### src/rtl/vtx_attr_router.sv
module vtx_attr_router #(
  parameter int NREG       = 7,
  parameter int FW         = 24,
  parameter int NSLOT      = 24,
  parameter int SW         = 5,
  parameter int COLOR_BASE = 8,
  parameter logic [FW-1:0] ONE_ENC = 24'h3F0000,
  localparam int CW = $clog2(NREG + 1)
) (
  input  logic                     clk,
  input  logic                     rst_n,
  input  logic                     start,
  input  logic [NREG-1:0]          out_mask,
  input  logic [CW-1:0]            out_total,
  input  logic [NREG*4*FW-1:0]     regs_in,
  input  logic [NREG*4*SW-1:0]     sem_map,
  output logic                     busy,
  output logic                     done,
  output logic [NSLOT*FW-1:0]      vtx_out
);

  localparam logic [SW-1:0] INVALID = SW'((1 << SW) - 1);
  localparam int NCOL = 4;

  typedef enum logic [1:0] {S_IDLE, S_SCAN, S_SAT} state_t;

  state_t          st;
  logic [CW-1:0]   ridx, oidx;
  logic [FW-1:0]   rec [NSLOT];

  logic [CW-1:0]   ridx_s, oidx_s;
  logic            scan_end;
  logic [SW-1:0]   cur_slot [4];
  logic [FW-1:0]   cur_val  [4];

  assign busy     = (st != S_IDLE);
  assign scan_end = (ridx == CW'(NREG)) || (oidx >= out_total);
  assign ridx_s   = (ridx < CW'(NREG)) ? ridx : '0;
  assign oidx_s   = (oidx < CW'(NREG)) ? oidx : '0;

  always_comb begin
    for (int c = 0; c < 4; c++) begin
      cur_slot[c] = sem_map[(int'(oidx_s) * 4 + c) * SW +: SW];
      cur_val[c]  = regs_in[(int'(ridx_s) * 4 + c) * FW +: FW];
    end
  end

  function automatic logic [FW-1:0] sat_col(input logic [FW-1:0] v);
    logic [FW-1:0] mag;
    mag = {1'b0, v[FW-2:0]};
    return (mag > ONE_ENC) ? ONE_ENC : mag;
  endfunction

  always_ff @(posedge clk) begin
    if (!rst_n) begin
      st   <= S_IDLE;
      ridx <= '0;
      oidx <= '0;
      done <= 1'b0;
      for (int s = 0; s < NSLOT; s++) rec[s] <= '0;
    end else begin
      done <= 1'b0;
      case (st)
        S_IDLE: if (start) begin
          for (int s = 0; s < NSLOT; s++) rec[s] <= '0;
          ridx <= '0;
          oidx <= '0;
          st   <= S_SCAN;
        end
        S_SCAN: begin
          if (scan_end) begin
            st <= S_SAT;
          end else begin
            if (out_mask[ridx_s]) begin
              for (int c = 0; c < 4; c++)
                if (cur_slot[c] != INVALID && int'(cur_slot[c]) < NSLOT)
                  rec[cur_slot[c]] <= cur_val[c];
              oidx <= oidx + 1'b1;
            end
            ridx <= ridx + 1'b1;
          end
        end
        S_SAT: begin
          for (int k = 0; k < NCOL; k++)
            rec[COLOR_BASE + k] <= sat_col(rec[COLOR_BASE + k]);
          done <= 1'b1;
          st   <= S_IDLE;
        end
        default: st <= S_IDLE;
      endcase
    end
  end

  genvar g;
  generate
    for (g = 0; g < NSLOT; g++) begin : g_out
      assign vtx_out[g*FW +: FW] = rec[g];
    end
  endgenerate

  assert_done_pulse_R9: assert property (@(posedge clk) disable iff (!rst_n)
    done |=> !done);

  assert_idle_at_done_R9: assert property (@(posedge clk) disable iff (!rst_n)
    done |-> !busy);

  assert_hold_idle_R6: assert property (@(posedge clk) disable iff (!rst_n)
    (!busy && !start) |=> $stable(vtx_out));

  assert_oidx_bound_R4: assert property (@(posedge clk) disable iff (!rst_n)
    busy |-> (oidx <= ridx));

  generate
    for (g = 0; g < NCOL; g++) begin : g_colchk
      assert_color_sat_R8: assert property (@(posedge clk) disable iff (!rst_n)
        done |-> (!vtx_out[(COLOR_BASE+g)*FW + FW-1]
                  && vtx_out[(COLOR_BASE+g)*FW +: FW] <= ONE_ENC));
    end
  endgenerate

endmodule

### config.mk
export PLATFORM = sky130hd
export DESIGN_NAME = vtx_attr_router
export DESIGN_NICKNAME = d
export VERILOG_FILES = /design/src/rtl/vtx_attr_router.sv
export SDC_FILE = /design/constraint.sdc
export NUM_CORES = 2
export LEC_CHECK = 0
export BUFFER_PORTS_ARGS = -buffer_cell sky130_fd_sc_hd__buf_2
export CORE_AREA = 8 8 541 543
export CTS_BUF_LIST = sky130_fd_sc_hd__clkbuf_16
export DETAILED_ROUTE_END_ITERATION = 12
export DIE_AREA = 0 0 549 551
export GPL_ROUTABILITY_DRIVEN = 0
export MAX_ROUTING_LAYER = met4
export PLACE_DENSITY = 0.3
export REMOVE_ABC_BUFFERS = 1
export SYNTH_ARGS = -nofsm -noshare
export SYNTH_HDL_FRONTEND = slang
export SYNTH_SLANG_ARGS = --single-unit
### constraint.sdc
create_clock -name clk -period 9.9 [get_ports clk]
set_input_delay 1.98 -clock clk [delete_from_list [all_inputs] [get_ports clk]]
set_output_delay 1.98 -clock clk [all_outputs]
set_load 0.02 [all_outputs]
==> results.toml <==
[status]
outcome = "complete, but fails checks"
violations = "max-capacitance violations"

[setup_path]
critPathKind = "reg2reg"
critPathMaxFanout = 41
end_kind = "flip-flop"
crit_top_cell = "buf_4"
cp_num_buf_inv = 4
critical-path-top-delay-family = "simple AND/OR/NAND/NOR gates"
crit_chain = "buf_4, nand3_2, nor2_1, a211oi_1, nor2_1, nand3_1, buf_4, nor2_2, buf_4, nor4_1, nand2_1, buf_4"
rr_worst_depth = 12
crit_slowest_cell = "nor2_1"
crit_arrival_ns = 6.81
start_kind = "flip-flop"
cp.depth = 12
required_ns = 10.24
cp_slowest_stage_delay_ns = 1.06

[place]
dp_hpwl_mm = 316
dp.cells = 9686
port_buffers = 1402

[sta]
finClkSkew_ns = 0.0807
grt_setup_unrepaired = "no"
max_freq_mhz = 155
finalCriticalPeriod_ns = 6.47
final_hold_viol_count = 0
tightestPinTransition_ns = 1.48
tns_ns = 0
setup_viol = 0
slew_viol_final = 0
holdWs_ns = 0.683
final.period_utilization_pct = 65.3
maxSlewHeadroom_pct = 1.29

[grt]
grt_max_degree = 141
grt_overflow = 0
track_usage_pct = 27.8
antenna_found_initial = 148
busiest_layer = "met2"
use_met1_pct = 34.0
grt_pass1_vias = 51642
grt_use_met2_pct = 43.1
grt_pass1_wl_mm = 548
globalRouteMet3Util_pct = 6.03

[detailed_routing]
vias_per_cell = 5.45
vias = 54060
drc = 0
drtIter0Drc = 7929
dr.pass1.iters = 6
finalWirelength_mm = 434
drtAntennaViolNets = 0
avgRoutedWirePerCell_um = 43.7

[clock_tree]
clkTransAtPathRegs_ns = 0.05
clkLatencyLatePin_ns = 0.78
clk_path_buf_depth = 3
cts_tree = "built"
cts_root_buf = "clkbuf_16"
cts_resized = 0
htree_levels = 3
clkSinkCount = 585
cts_setup_buffers = 0
tritoncts.num_buffers = 80
hold_buffers = 0

[min_path]
hold_path_depth = 3
min_path_type = "reg2reg"

[synth]
synth_area_mm2 = 0.0432
async_flop_share_pct = 0
synth_area_leader_cell = "edfxtp_1"
ys_warn_count = 0
ys_seq_area_share_pct = 40.5
syn_area_per_cell_um2 = 8.79
synth-seq-cells = 585
synth_cells = 4915
synth_area_leaders = "edfxtp_1, o22ai_1, a221oi_1, o21ai_0, clkbuf_1"
synth_cell_type_count = 74
synth_top_area_share_pct = 40.0
synth_ff_type = "edfxtp_1"
synth_edf_count = 576

[die]
rows = 196
start_util_pct = 15.2
die_area_mm2 = 0.302
pin_count = 1403
dieHeight_um = 551
core_mm2 = 0.284
die_x_um = 549

[layout]
nNetsFinal = 6837
fillers = 31701
final_cells = 9928
post_route_cells_drive_above_1_share_pct = 34.2
area_growth_pct = 34.5

[job]
cap_violations = 1

[power_and_ir_drop]
power_leakage_nw = 21.9
max-vdd-ir-drop_uv = 135
p_per_area_mw_per_mm2 = 154
finalPower_mw = 8.92
-- worst paths after layout --
| check | slack [ns] | endpoint | startpoint |
|---|---|---|---|
| setup reg to reg | 3.43 | rec[21][9]$_DFFE_PP_ | oidx[1]$_SDFFE_PN0P_ |
| setup / recovery | 3.43 | rec[21][9]$_DFFE_PP_ | oidx[1]$_SDFFE_PN0P_ |
| hold reg to reg | 0.68 | st[0]$_SDFFE_PN0P_ | st[1]$_SDFFE_PN0P_ |
| hold / removal | 0.68 | st[0]$_SDFFE_PN0P_ | st[1]$_SDFFE_PN0P_ |
-- routing by layer --
layer  vias to the layer above  part of all wire (%)
met3                       756                   8.1
li1                      22170                     -
met4                         0                   6.2
met1                     27236                    41
met2                      3898                    45
met5                         -                     0
-- tightest hold or removal path, cell delays in order (launching register included) --
cell and delay (ns):
dfxtp_1 0.37, nor2_1 0.09, nand2_1 0.10, a21boi_0 0.08
-- cell usage after synthesis (67+ instances only) --
library cell	n
nor2_1	356
o211ai_1	73
o22ai_1	686
nand3_1	80
nor2b_1	82
o221ai_1	67
mux2_2	151
a21oi_1	223
clkbuf_1	524
o21ai_0	586
nor3_1	134
nand2_1	233
a221oi_1	445
edfxtp_1	576
-- registers in the layout, indices dropped and copies added, names as in the netlist --
| signal | cells |
|---|---|
| rec | 576 |
| oidx | 3 |
| ridx | 3 |
| st | 2 |
| done | 1 |
-- layout make-up --
cell class	instances	area [um2]	area share (%)
clock buffers	80	2000	3.45
flip-flops and latches	585	17500	30.1
repair buffers	1655	9020	15.5
well taps	3762	4710	8.10
multi-input cells	3641	23700	40.7
clock inverters	69	818	1.41
inverters	43	161	0.278
diodes	93	233	0.401
-- cell families (layout without fill, tap and decap cells) --
group / count (synthesis) / in the layout / share of synthesized area, %
mux: 185 / 185 / 4.84
flops: 585 / 585 / 40.5
fa+ha+maj: 6 / 6 / 0.174
other cells: 0 / 93 / 0
simple gates: 1134 / 1134 / 12.6
compound gates: 2314 / 2314 / 35.6
xor+xnor: 2 / 2 / 0.0406
buf+inv: 689 / 1847 / 6.30
-- placed cells by master (no fill, tap or decap), types with 67 or more instances in the layout --
master,count
buf_4,245
nor2b_1,81
nand3_1,76
edfxtp_1,576
o211ai_1,73
clkbuf_16,80
nor2_1,342
diode_2,93
buf_2,1402
nor3_1,130
o22ai_1,686
o221ai_1,67
a221oi_1,439
nand2_1,214
o21ai_0,584
a21oi_1,212
mux2_2,151
-- stage by stage --
step                worst slack [ns]  utilization (%)  area [um2]
finish                          3.43             20.5       58100
detailed placement              2.91             19.4       55000
floorplan                      -5.48                -       40600
global route                    3.29             20.4       58000
CTS                             3.42             20.4       57900
global placement                2.94             19.4       55000
-- report_power, final --
group	total (mW)	switching, mW	internal [mW]
Combinational	2.59	2.03	0.566
Clock	3.24	1.40	1.84
Sequential	3.09	0.180	2.91
Note: power is estimated with default switching activity, not from simulation.
